==> config.mk <==
export PLATFORM = sky130hd
export DESIGN_NAME = alarm_irq_ctrl
export DESIGN_NICKNAME = d
export VERILOG_FILES = /design/src/rtl/alarm_irq_pkg.sv /design/src/rtl/alarm_range_decode.sv /design/src/rtl/alarm_flag.sv /design/src/rtl/irq_route.sv /design/src/rtl/alarm_irq_ctrl.sv
export SDC_FILE = /design/constraint.sdc
export NUM_CORES = 1
export LEC_CHECK = 0
export CAP_MARGIN = 30
export CORE_AREA = 2 2 39 41
export CTS_CLUSTER_DIAMETER = 80
export DETAILED_ROUTE_END_ITERATION = 7
export DIE_AREA = 0 0 41 43
export SYNTH_ARGS = -nofsm -noshare
export SYNTH_HDL_FRONTEND = slang
export SYNTH_SLANG_ARGS = --single-unit
==> constraint.sdc <==
create_clock -name clk -period 1 [get_ports clk]
set_input_delay 0.3 -clock clk [delete_from_list [all_inputs] [get_ports clk]]
set_output_delay 0.3 -clock clk [all_outputs]
set_load 0.02 [all_outputs]
==> src/rtl/alarm_irq_pkg.sv <==
// Shared constants for the dual alarm interrupt controller.
// Assumes register indices are 7 bits wide, with the write marker in bit 7.
package alarm_irq_pkg;
    localparam int ADDR_W      = 8;
    localparam int NUM_ALARM   = 2;
    localparam int REG_SPAN    = 4;
    localparam int FIRST_BASE  = 7;
    localparam int STATUS_IDX  = 16;
    localparam int STATUS_W    = 8;

    // Register index of the first register of alarm 'idx'
    function automatic int alarm_base(input int idx);
        return FIRST_BASE + idx * REG_SPAN;
    endfunction
endpackage

==> src/rtl/alarm_range_decode.sv <==
// Flags an access (read or write) whose register index falls inside
// [BASE, BASE+SPAN). Assumes the top address bit is only a write marker.
module alarm_range_decode #(
    parameter int ADDR_W = 8,
    parameter int BASE   = 7,
    parameter int SPAN   = 4
) (
    input  logic [ADDR_W-1:0] addr,
    input  logic              rd,
    input  logic              wr,
    output logic              hit
);
    localparam int IDX_W = ADDR_W - 1;
    localparam int LAST  = BASE + SPAN - 1;

    logic [IDX_W-1:0] idx;
    assign idx = addr[IDX_W-1:0];

    // Window compare on the index, qualified by either strobe
    always_comb begin
        hit = (rd || wr) && (int'(idx) >= BASE) && (int'(idx) <= LAST);
    end
endmodule

==> src/rtl/alarm_flag.sv <==
// Sticky flag for one alarm: set by a match, cleared by an access.
// Assumes set has priority over clear in the same cycle.
module alarm_flag (
    input  logic clk,
    input  logic rst_n,
    input  logic set_i,
    input  logic clr_i,
    output logic flag_q
);
    // Flag register with set-over-clear priority
    always_ff @(posedge clk) begin
        if (!rst_n)
            flag_q <= 1'b0;
        else if (set_i)
            flag_q <= 1'b1;
        else if (clr_i)
            flag_q <= 1'b0;
    end
endmodule

==> src/rtl/irq_route.sv <==
// Combines flags and enables into two active-low pins. Alarm 1 is
// steered to pin 1 or ORed onto pin 0. Assumes quasi-static enables.
module irq_route (
    input  logic [1:0] flags,
    input  logic       en0,
    input  logic       en1,
    input  logic       to_pin1,
    output logic       pin0_n,
    output logic       pin1_n
);
    logic src0, src1;

    // Qualified interrupt sources and pin steering
    always_comb begin
        src0   = flags[0] && en0;
        src1   = flags[1] && en1;
        pin0_n = !(src0 || (src1 && !to_pin1));
        pin1_n = !(src1 && to_pin1);
    end
endmodule

==> src/rtl/alarm_irq_ctrl.sv <==
// Top of the dual alarm interrupt controller. Each alarm gets a decoder
// and a sticky flag; the flags feed the status byte and the pin router.
// Assumes match strobes are synchronous to clk.
module alarm_irq_ctrl
    import alarm_irq_pkg::*;
#(
    parameter int AW = ADDR_W
) (
    input  logic          clk,
    input  logic          rst_n,
    input  logic          match0_stb,
    input  logic          match1_stb,
    input  logic          alarm0_irq_en,
    input  logic          alarm1_irq_en,
    input  logic          alarm1_to_pin1,
    input  logic [AW-1:0] reg_addr,
    input  logic          reg_rd,
    input  logic          reg_wr,
    output logic [STATUS_W-1:0] status_byte,
    output logic          irq0_n,
    output logic          irq1_n
);
    logic [NUM_ALARM-1:0] match_vec;
    logic [NUM_ALARM-1:0] hit_vec;
    logic [NUM_ALARM-1:0] flag_vec;

    assign match_vec = {match1_stb, match0_stb};

    // One decoder and one flag per alarm
    for (genvar g = 0; g < NUM_ALARM; g++) begin : g_alarm
        alarm_range_decode #(
            .ADDR_W(AW),
            .BASE  (alarm_base(g)),
            .SPAN  (REG_SPAN)
        ) u_dec (
            .addr(reg_addr),
            .rd  (reg_rd),
            .wr  (reg_wr),
            .hit (hit_vec[g])
        );
        alarm_flag u_flag (
            .clk   (clk),
            .rst_n (rst_n),
            .set_i (match_vec[g]),
            .clr_i (hit_vec[g]),
            .flag_q(flag_vec[g])
        );
    end

    // Status byte: unused upper bits held at zero
    always_comb begin
        status_byte = '0;
        status_byte[NUM_ALARM-1:0] = flag_vec;
    end

    irq_route u_route (
        .flags  (flag_vec),
        .en0    (alarm0_irq_en),
        .en1    (alarm1_irq_en),
        .to_pin1(alarm1_to_pin1),
        .pin0_n (irq0_n),
        .pin1_n (irq1_n)
    );
endmodule

**After elaboration in Yosys (flattened, before gate mapping)**

Index checks and enable logic that the tools add are counted.

- Multiplexer cells: 4
- Order comparisons: 4
- Reduce and logical (&&, ||, !) cells: 15

Operator list:

| kind | number |
|---|---|
| less-or-equal comparator 7 x 4 -> 1 bit, second input constant | 2 |
| logical AND 1 bit | 8 |
| greater-or-equal comparator 7 x 3 -> 1 bit, second input constant | 1 |
| greater-or-equal comparator 7 x 4 -> 1 bit, second input constant | 1 |
| 2-to-1 mux 1 bit | 4 |
| nonzero test 2 bit | 2 |
| logical NOT 1 bit | 3 |
| logical OR 1 bit | 2 |

- Logic and storage cells: 25
- Bits in registers: 2
- Bits of input ports: 17

**Longest topological paths before layout**

Gate-level depths: netlist of run 1.

- Word-level depth: 5
- Mapped depth: 3
- Gate-level depth less buffers: 3

**By module**

A second synthesis of run 1 with hierarchy kept.

- Cell total of the unflattened synthesis: 27
- Area total of the unflattened synthesis: 239.0 um^2

By module, submodules not included:

| module | area an instance (um^2) | sequential area each (um^2) | cells each | times used |
|---|---|---|---|---|
| alarm_flag | 41.3 | 20.0 | 3 | 2 |
| alarm_irq_ctrl | 48.8 | 0.0 | 7 | 1 |
| alarm_range_decode at g_alarm[0].u_dec | 43.8 | 0.0 | 6 | 1 |
| alarm_range_decode at g_alarm[1].u_dec | 40.0 | 0.0 | 5 | 1 |
| irq_route | 23.8 | 0.0 | 3 | 1 |

**Worst setup path after synthesis of run 1**

Ideal clock, no wire load.

- Path type: register to output
- Start: reg g_alarm[1].u_flag.flag_q
- End: out irq0_n
- Data required time: 700 ps
- Slack: -31 ps
- Arrival: 731 ps
- Buffers on the path: 0
- Cell stages (with the launch flop): 4
- Cells stage by stage: dfxtp_1 nand2_1 nor2_1 a21oi_1

- Cells in the longest elaborated chain, start to end: 4

RTL lines:

| what | line | source |
|---|---|---|
| start: declaration | alarm_flag.sv:8 | `output logic flag_q` |
| start signal: assignment | alarm_flag.sv:13 | `flag_q <= 1'b0;` |
| start signal: assignment | alarm_flag.sv:15 | `flag_q <= 1'b1;` |
| start signal: assignment | alarm_flag.sv:17 | `flag_q <= 1'b0;` |
| logical AND 1 bit | irq_route.sv:16 | `src1 = flags[1] && en1;` |
| logical AND 1 bit | irq_route.sv:17 | `pin0_n = !(src0 \|\| (src1 && !to_pin1));` |
| logical OR 1 bit | irq_route.sv:17 |  |
| logical NOT 1 bit | irq_route.sv:17 |  |
| end: declaration | alarm_irq_ctrl.sv:20 | `output logic irq0_n,` |

No other way between the ends.

**Final worst setup path of run 1**

- Start: reg g_alarm[1].u_flag.flag_q
- End: out status_byte[1]

RTL lines:

| what | line | source |
|---|---|---|
| end: declaration | alarm_irq_ctrl.sv:19 | `output logic [STATUS_W-1:0] status_byte,` |

No word-level cell between the ends.

==> results of run 1 <==
==> per-stage QoR <==
step / instance area (sq um) / power, uW / setup WS [ns] / util
5_1_grt: 418 / 441 / -0.225 / 0.302
6_report: 418 / 412 / -0.185 / 0.302
3_3_place_gp: 399 / 248 / -0.831 / 0.288
4_1_cts: 405 / 422 / -0.225 / 0.293
2_1_floorplan: 234 / 177 / 0.0870 / -
3_5_place_dp: 399 / 248 / -0.833 / 0.288
==> routing by layer <==
layer | vias to the layer above | track usage
li1 | 124 | -
met1 | 87 | 0.0671
met2 | 19 | 0.0813
met3 | 0 | 0.0366
met4 | 0 | 0.0600
met5 | - | 0
==> power by group through the flow <==
stage,registers [uW],logic [uW],clock network (uW)
finish,93.8,141,177
global route,94.4,154,193
CTS,93.7,137,191
detailed placement,92.9,156,0
global placement,93.2,155,0
floorplan,91.6,85.8,0
==> final timing paths <==
path / startpoint / end / depth (start not counted) / slack (ns)
setup / recovery: g_alarm[1].u_flag.flag_q$_SDFFE_PN0P_ / status_byte[1] / 1 / -0.18
hold / removal: reg_addr[5] / g_alarm[0].u_flag.flag_q$_SDFFE_PN0P_ / 3 / 0.45
setup reg to reg: g_alarm[1].u_flag.flag_q$_SDFFE_PN0P_ / g_alarm[1].u_flag.flag_q$_SDFFE_PN0P_ / 3 / 0.20
hold reg to reg: g_alarm[0].u_flag.flag_q$_SDFFE_PN0P_ / g_alarm[0].u_flag.flag_q$_SDFFE_PN0P_ / 2 / 0.57
==> layout make-up <==
cell class,instances,area share
repair buffers,21,0.470
multi-input cells,21,0.308
flip-flops and latches,2,0.102
clock buffers,3,0.0539
well taps,16,0.0479
inverters,2,0.0180
==> what timing repair did <==
item / 4_1_cts / 5_1_grt
pin swaps: 8 / 3
gates resized for setup: 30 / 4
endpoints found under the setup margin: 6 / 5
==> cell usage after synthesis <==
cell       count  area, sq um
nor4_4         1         21.3
a21oi_1        1         5.00
a31oi_1        1         6.26
nand3_1        2         10.0
nor2_1         2         7.51
inv_1          2         7.51
dfxtp_1        2         40.0
a41oi_1        1         8.76
nand2_1        2         7.51
conb_1         1         3.75
o21ai_0        2         10.0
nor2b_1        1         6.26
buf_4          8         60.1
xnor2_1        1         8.76
o2bb2ai_1      1         8.76
==> cells by family after synthesis <==
| family | share of synthesized area |
|---|---|
| buffers and inverters | 0.320 |
| AND/OR/NAND/NOR | 0.249 |
| AO/OA/AOI/OAI | 0.183 |
| flip-flops | 0.189 |
| XOR/XNOR | 0.0414 |
| other | 0.0177 |
==> impl_metrics.toml, run 1 <==
[setup_path]
critical_path.cell_chain = "dlygate4sd2_1"
worstPathArrival_ns = 0.88
endpoint_kind = "output pin"
slowest_delay_ns = 0.33
cp_slowest_cell = "dfxtp_2"
crit_type = "reg -> out"
cp.required_ns = 0.70
start_kind = "register"
crit_family = "flip-flops"
cp_max_fo = 4
worst-path-buf-inv = 1

[floorplan]
dieArea_sq_um = 1760
num_rows = 14
die_w_um = 41
fp.dieH_um = 43
coreArea_sq_um = 1380
initial_core_util = 0.153
ios = 27

[detailed_routing]
first_pass_iters = 4
vias = 230
wl_met3_um = 96
drtIter0Drc = 7
wirelength_um = 484
wl_per_cell_um = 7.45
drt-met1-wl_um = 213
via_per_inst = 3.54
highest_layer = "met3"
drc = 0
ant_nets = 0
wl_met2_um = 174

[worst_hold_path]
hp-class = "in -> reg"

[sta]
setup_viol = 3
drv_slew = 0
hold_viol_final = 0
finalCriticalPeriod_ns = 1.18
holdWs_ns = 0.452
setup_ws_ns = -0.185
post-route-period-util = 1.18
finalClockSkew_ns = 0
setup-tns-final_ns = -0.437
rsz0062_at_grt = "yes"
max_freq_mhz = 844

[global_routing]
antenna_found_initial = 0
grt_pass1_wl_um = 710
grt_usage = 0.0631
grt-ovfl-total = 0
grt_max_degree = 5
grt_pass1_vias = 196

[layout]
syn2layout_area_growth_pct = 97.6
multi_input_area_sq_um = 129
largest_register_ffs = 2
mostFrequentLayoutCells = "dlygate4sd2_1, conb_1, clkbuf_4, clkdlybuf4s50_1, buf_6"
diodes = 0
seqCellArea_sq_um = 42.5
drive_above_1_share = 0.265
final_common_cell = "dlygate4sd2_1"
nets = 68
reg_top3 = "g_alarm.u_flag.flag_q: 2 flops"
fin_cells = 65
top_register = "g_alarm.u_flag.flag_q"
fill_cells = 154

[cts]
cts_hold_buffers = 0
cts_tree = "done"
clkLatencyLatePin_ns = 0.22
clk_pin_slew_ns = 0.03
numCtsBuffers = 3
post_cts_buffers = 0
cts_max_level = 1
cts_buffer_depth = 2
cts_root_buf = "clkbuf_4"
cts_sinks = 2

[placement]
dp_cells = 62
gp_congestion = 0.578
io_buffers = 19

[yosys]
ys_ff_latch = 2
yosys_warnings = 0
yosysSeqAreaShare = 0.189
syn_area_per_cell_sq_um = 7.55
syn_inst = 28
synthesis.area_sq_um = 211
synth_cell_type_count = 15

[power]
combPwrFrac = 0.343
internal-power_uw = 293
seqPwrFrac = 0.228
switchingPower_uw = 119
switching_share = 0.288
p_per_area_nw_per_um2 = 985
leakage_uw = 0.000203
p_clk_frac = 0.430
vdd_drop_max_uv = 224

[status]
status = "finished, violations left"
violations = "negative setup slack"

[job]
maxCapViolCount = 0
Note: power is estimated with default switching activity, not from simulation.
==> run 2, diff against run 1 <==
--- a/config.mk
+++ b/config.mk
@@ -10,6 +10,7 @@
 export CTS_CLUSTER_DIAMETER = 80
 export DETAILED_ROUTE_END_ITERATION = 7
 export DIE_AREA = 0 0 41 43
+export GPL_TIMING_DRIVEN = 0
 export SYNTH_ARGS = -nofsm -noshare
 export SYNTH_HDL_FRONTEND = slang
 export SYNTH_SLANG_ARGS = --single-unit
==> run 2 against run 1 <==
Compared with the run above: the run still ends with negative setup slack left; sequential share of layout area shrank 1.6 points; global-route usage grew 1.5 points; die area is the same; flip-flop and latch count is the same; critical path depth grew 4; largest cell class unchanged; highest routed layer unchanged.
==> impl_metrics.toml, run 2 (synthesis results as in run 1) <==
[status]
status = "finished, violations left"
violations = "negative setup slack"

[setup_path]
start_kind = "primary input"
crit_path_start = "alarm1_irq_en"
crit_type = "in -> out"
endpoint_kind = "output pin"
slowest_delay_ns = 0.25
cp_max_fo = 2
r2r_start = "g_alarm[1].u_flag.flag_q$_SDFFE_PN0P_"
cp_slowest_cell = "dlygate4sd2_1"
worstPathArrival_ns = 0.91
critical_path.cell_chain = "dlygate4sd2_1 -> nand2_2 -> nor2_4 -> a21oi_2 -> buf_6"
cp.required_ns = 0.70

[cts]
cts_sinks = 2
cts_tree = "done"
cts_max_level = 1
clk_pin_slew_ns = 0.03
cts_hold_buffers = 0
cts_root_buf = "clkbuf_4"
cts_buffer_depth = 2
clkLatencyLatePin_ns = 0.22
numCtsBuffers = 3

[detailed_routing]
vias = 269
drt-met1-wl_um = 201
drtIter0Drc = 2
first_pass_iters = 3
wl_met3_um = 87
via_per_inst = 3.74
wl_per_cell_um = 7.89
drc = 0
highest_layer = "met3"
wl_met2_um = 279
ant_nets = 0
wirelength_um = 568

[sta]
setup_ws_ns = -0.205
finalCriticalPeriod_ns = 1.21
holdWs_ns = 0.466
setup_viol = 4
hold_viol_final = 0
finalClockSkew_ns = 0
rsz0062_at_grt = "yes"
post-route-period-util = 1.21
max_freq_mhz = 830
drv_slew = 0

[job]
maxCapViolCount = 0

[global_routing]
grt_max_degree = 5
grt_pass1_wl_um = 862
antenna_found_initial = 0
grt-ovfl-total = 0
grt_usage = 0.0782
grt_pass1_vias = 250

[worst_hold_path]
hp-class = "in -> reg"
worstHoldStart = "reg_addr[5]"

[layout]
nets = 75
diodes = 0
syn2layout_area_growth_pct = 136
mostFrequentLayoutCells = "dlygate4sd2_1, buf_4, buf_6, conb_1"
fin_cells = 72
final_area_sq_um = 498
largest_register_ffs = 2
drive_above_1_share = 0.429
final_common_cell = "dlygate4sd2_1"
reg_top3 = "g_alarm.u_flag.flag_q: 2 flops"
top_register = "g_alarm.u_flag.flag_q"

[floorplan]
dieArea_sq_um = 1760
coreArea_sq_um = 1380
fp.dieH_um = 43
num_rows = 14
initial_core_util = 0.153
ios = 27
die_w_um = 41

[placement]
place_area_sq_um = 444
dp_worst_setup_slack_ns = -0.834
gp_congestion = 0.600
dp_cells = 68
io_buffers = 19

[power]
leakage_uw = 0.000244
vdd_drop_max_uv = 420
p_per_area_nw_per_um2 = 907
run 2: cell count changes in the layout (fill, tap and decap cells not counted):
| cell | delta |
|---|---|
| nand2_2 | +1 |
| buf_4 | +5 |
| nor2_1 | -1 |
| dlygate4sd2_1 | -1 |
| a41oi_2 | +1 |
| nor2_4 | +1 |
| nand2_1 | -1 |
| buf_6 | +3 |
| a41oi_1 | -1 |
run 2: critical path, delay by kind of cell:
family	cells	cell delay, ns
buffers and inverters	2	0.38
AOI/OAI and AO/OA	1	0.11
and+or+nand+nor	2	0.12
run 2: final timing paths:
check	to	slack, ns	cells after the start
min reg2reg	g_alarm[0].u_flag.flag_q$_SDFFE_PN0P_	0.58	2
max reg2reg	g_alarm[1].u_flag.flag_q$_SDFFE_PN0P_	0.26	2
min	g_alarm[0].u_flag.flag_q$_SDFFE_PN0P_	0.47	3
max	irq0_n	-0.21	5
run 2: layer usage:
layer | global-route usage | up-vias
met2 | 0.113 | 19
met5 | 0 | -
li1 | - | 137
met3 | 0.0524 | 0
met1 | 0.0735 | 113
met4 | 0.0600 | 0
run 2: cell type report:
| cell class | instances | area [sq um] |
|---|---|---|
| fill | 152 | 886 |
| timing repair buffer | 20 | 191 |
| multi-input combinational | 21 | 146 |
| buffer | 8 | 67.6 |
| sequential | 2 | 42.5 |
| clock buffer | 3 | 22.5 |
| tap | 16 | 20.0 |
| inverter | 2 | 7.51 |
run 2: timing repair:
item                       in CTS  in global routing
pin swaps                       6                  3
setup buffers                   1                  0
gates cloned                    0                  0
setup endpoints to repair       6                  5
gates resized for setup        38                  7
run 2: power breakdown:
group	internal, uW	switching (uW)	total [uW]
combinational	101	79.1	180
sequential	87.9	7.21	95.1
clock	132	44.0	176
run 2: stage by stage:
step                      TNS [ns]  utilization  power, uW
after global placement       -2.89        0.321        267
final                       -0.594        0.360        452
after global routing        -0.704        0.360        486
after detailed placement     -2.91        0.321        269
after CTS                   -0.654        0.339        454
after floorplan                  0            -        177
==> run 3, diff against run 2 <==
--- a/config.mk
+++ b/config.mk
@@ -6,10 +6,10 @@
 export NUM_CORES = 1
 export LEC_CHECK = 0
 export CAP_MARGIN = 30
-export CORE_AREA = 2 2 39 41
+export CORE_AREA = 5 5 42 44
 export CTS_CLUSTER_DIAMETER = 80
 export DETAILED_ROUTE_END_ITERATION = 7
-export DIE_AREA = 0 0 41 43
+export DIE_AREA = 0 0 47 49
 export GPL_TIMING_DRIVEN = 0
 export SYNTH_ARGS = -nofsm -noshare
 export SYNTH_HDL_FRONTEND = slang
==> run 3 against run 2 <==
Compared with the run above: the run still ends with negative setup slack left; wire length grew 18%; clock power about the same; power increased by 2.1%; critical path type is now reg -> out; sequential power fell by 1%; worst hold slack got worse by 0.0046 ns; global-route usage shrank 1.3 points; worst setup slack better by 0.021 ns.
==> impl_metrics.toml, run 3 (synthesis results as in run 1) <==
[layout]
seqCellArea_sq_um = 42.5
diodes = 0
drive_above_1_share = 0.491
fin_cells = 73
syn2layout_area_growth_pct = 144
fill_cells = 158
largest_register_ffs = 2
mostFrequentLayoutCells = "dlygate4sd2_1, buf_4, buf_6, conb_1"
nets = 76
top_register = "g_alarm.u_flag.flag_q"
final_common_cell = "dlygate4sd2_1"
multi_input_area_sq_um = 156
reg_top3 = "g_alarm.u_flag.flag_q: 2 flops"

[placement]
dp_worst_setup_slack_ns = -0.842
io_buffers = 19
hpwl_um = 563
dp_cells = 68
gp_congestion = 0.782

[detailed_routing]
via_per_inst = 3.84
drc = 0
vias = 280
ant_nets = 0
first_pass_iters = 1
wirelength_um = 669
drtIter0Drc = 0
wl_per_cell_um = 9.16

[cts]
numCtsBuffers = 3
cts_tree = "done"
cts_root_buf = "clkbuf_4"
cts_buffer_depth = 2
cts_sinks = 2
clk_pin_slew_ns = 0.03
cts_max_level = 1
cts_hold_buffers = 0
clkLatencyLatePin_ns = 0.22

[sta]
max_freq_mhz = 845
drv_slew = 0
setup-tns-final_ns = -0.594
setup_ws_ns = -0.184
hold_viol_final = 0
setup_viol = 4
finalCriticalPeriod_ns = 1.18
finalClockSkew_ns = 0
rsz0062_at_grt = "yes"
post-route-period-util = 1.18

[power]
vdd_drop_max_uv = 387
seqPwrFrac = 0.203
switchingPower_uw = 133
p_clk_frac = 0.383
switching_share = 0.289
combPwrFrac = 0.414
leakage_uw = 0.000255
internal-power_uw = 328
p_per_area_nw_per_um2 = 892

[global_routing]
grt_pass1_vias = 282
antenna_found_initial = 0
grt_max_degree = 4
grt-ovfl-total = 0
grt_pass1_wl_um = 1090
grt_usage = 0.0654

[floorplan]
coreArea_sq_um = 1400
ios = 27
fp.dieH_um = 49
initial_core_util = 0.151
die_w_um = 47
dieArea_sq_um = 2300
num_rows = 14

[status]
violations = "negative setup slack"
status = "finished, violations left"

[setup_path]
endpoint_kind = "output pin"
cp.required_ns = 0.70
worstPathArrival_ns = 0.88
start_kind = "register"
cp_max_fo = 3
crit_type = "reg -> out"

[job]
maxCapViolCount = 0

[worst_hold_path]
hp-class = "in -> reg"
run 3: through the flow:
stage               hold slack, ns   util  cell area, sq um  power (uW)
finish                       0.461  0.369               517         461
global route                 0.496  0.369               517         492
CTS                          0.494  0.359               503         469
detailed placement           0.588  0.317               444         270
global placement             0.565  0.317               444         268
floorplan                    0.432      -               234         177
run 3: area by class of cell:
| cell class | instances | area share |
|---|---|---|
| Timing Repair Buffer | 21 | 0.387 |
| Multi-Input combinational cell | 21 | 0.303 |
| Buffer | 8 | 0.131 |
| Sequential cell | 2 | 0.0823 |
| Clock buffer | 3 | 0.0436 |
| Tap cell | 16 | 0.0387 |
| Inverter | 2 | 0.0145 |
run 3: path summary, 6_finish.rpt:
kind,start,end,slack [ns],cells past startpoint
worst max-delay path,g_alarm[1].u_flag.flag_q$_SDFFE_PN0P_,status_byte[1],-0.18,3
worst min-delay path,reg_addr[5],g_alarm[0].u_flag.flag_q$_SDFFE_PN0P_,0.46,3
worst max register to register,g_alarm[1].u_flag.flag_q$_SDFFE_PN0P_,g_alarm[1].u_flag.flag_q$_SDFFE_PN0P_,0.16,3
worst min register to register,g_alarm[0].u_flag.flag_q$_SDFFE_PN0P_,g_alarm[0].u_flag.flag_q$_SDFFE_PN0P_,0.58,2
run 3: routing by layer:
metal | vias up | track usage | part of all wire
li1 | 140 | - | -
met1 | 120 | 0.0724 | 0.37
met2 | 20 | 0.0882 | 0.45
met3 | 0 | 0.0664 | 0.17
met4 | 0 | 0.0138 | 0
met5 | - | 0 | 0
run 3: timing repair:
| action | in CTS | in global routing |
|---|---|---|
| pin swaps | 5 | 4 |
| endpoints found under the setup margin | 6 | 6 |
| setup buffers | 2 | 0 |
| cloned | 0 | 0 |
| gates resized for setup | 43 | 5 |
run 3: power by group through the flow:
| stage | Combinational [uW] | Sequential, uW | Clock (uW) |
|---|---|---|---|
| global route | 207 | 94.4 | 191 |
| floorplan | 85.8 | 91.6 | 0 |
| finish | 191 | 93.8 | 176 |
| detailed placement | 177 | 93.5 | 0 |
| CTS | 188 | 93.3 | 188 |
| global placement | 174 | 93.3 | 0 |
run 3: critical path, stage by stage (launching register included):
cell and delay (ns):
dfxtp_2 0.32, buf_4 0.13, buf_6 0.10, buf_6 0.12
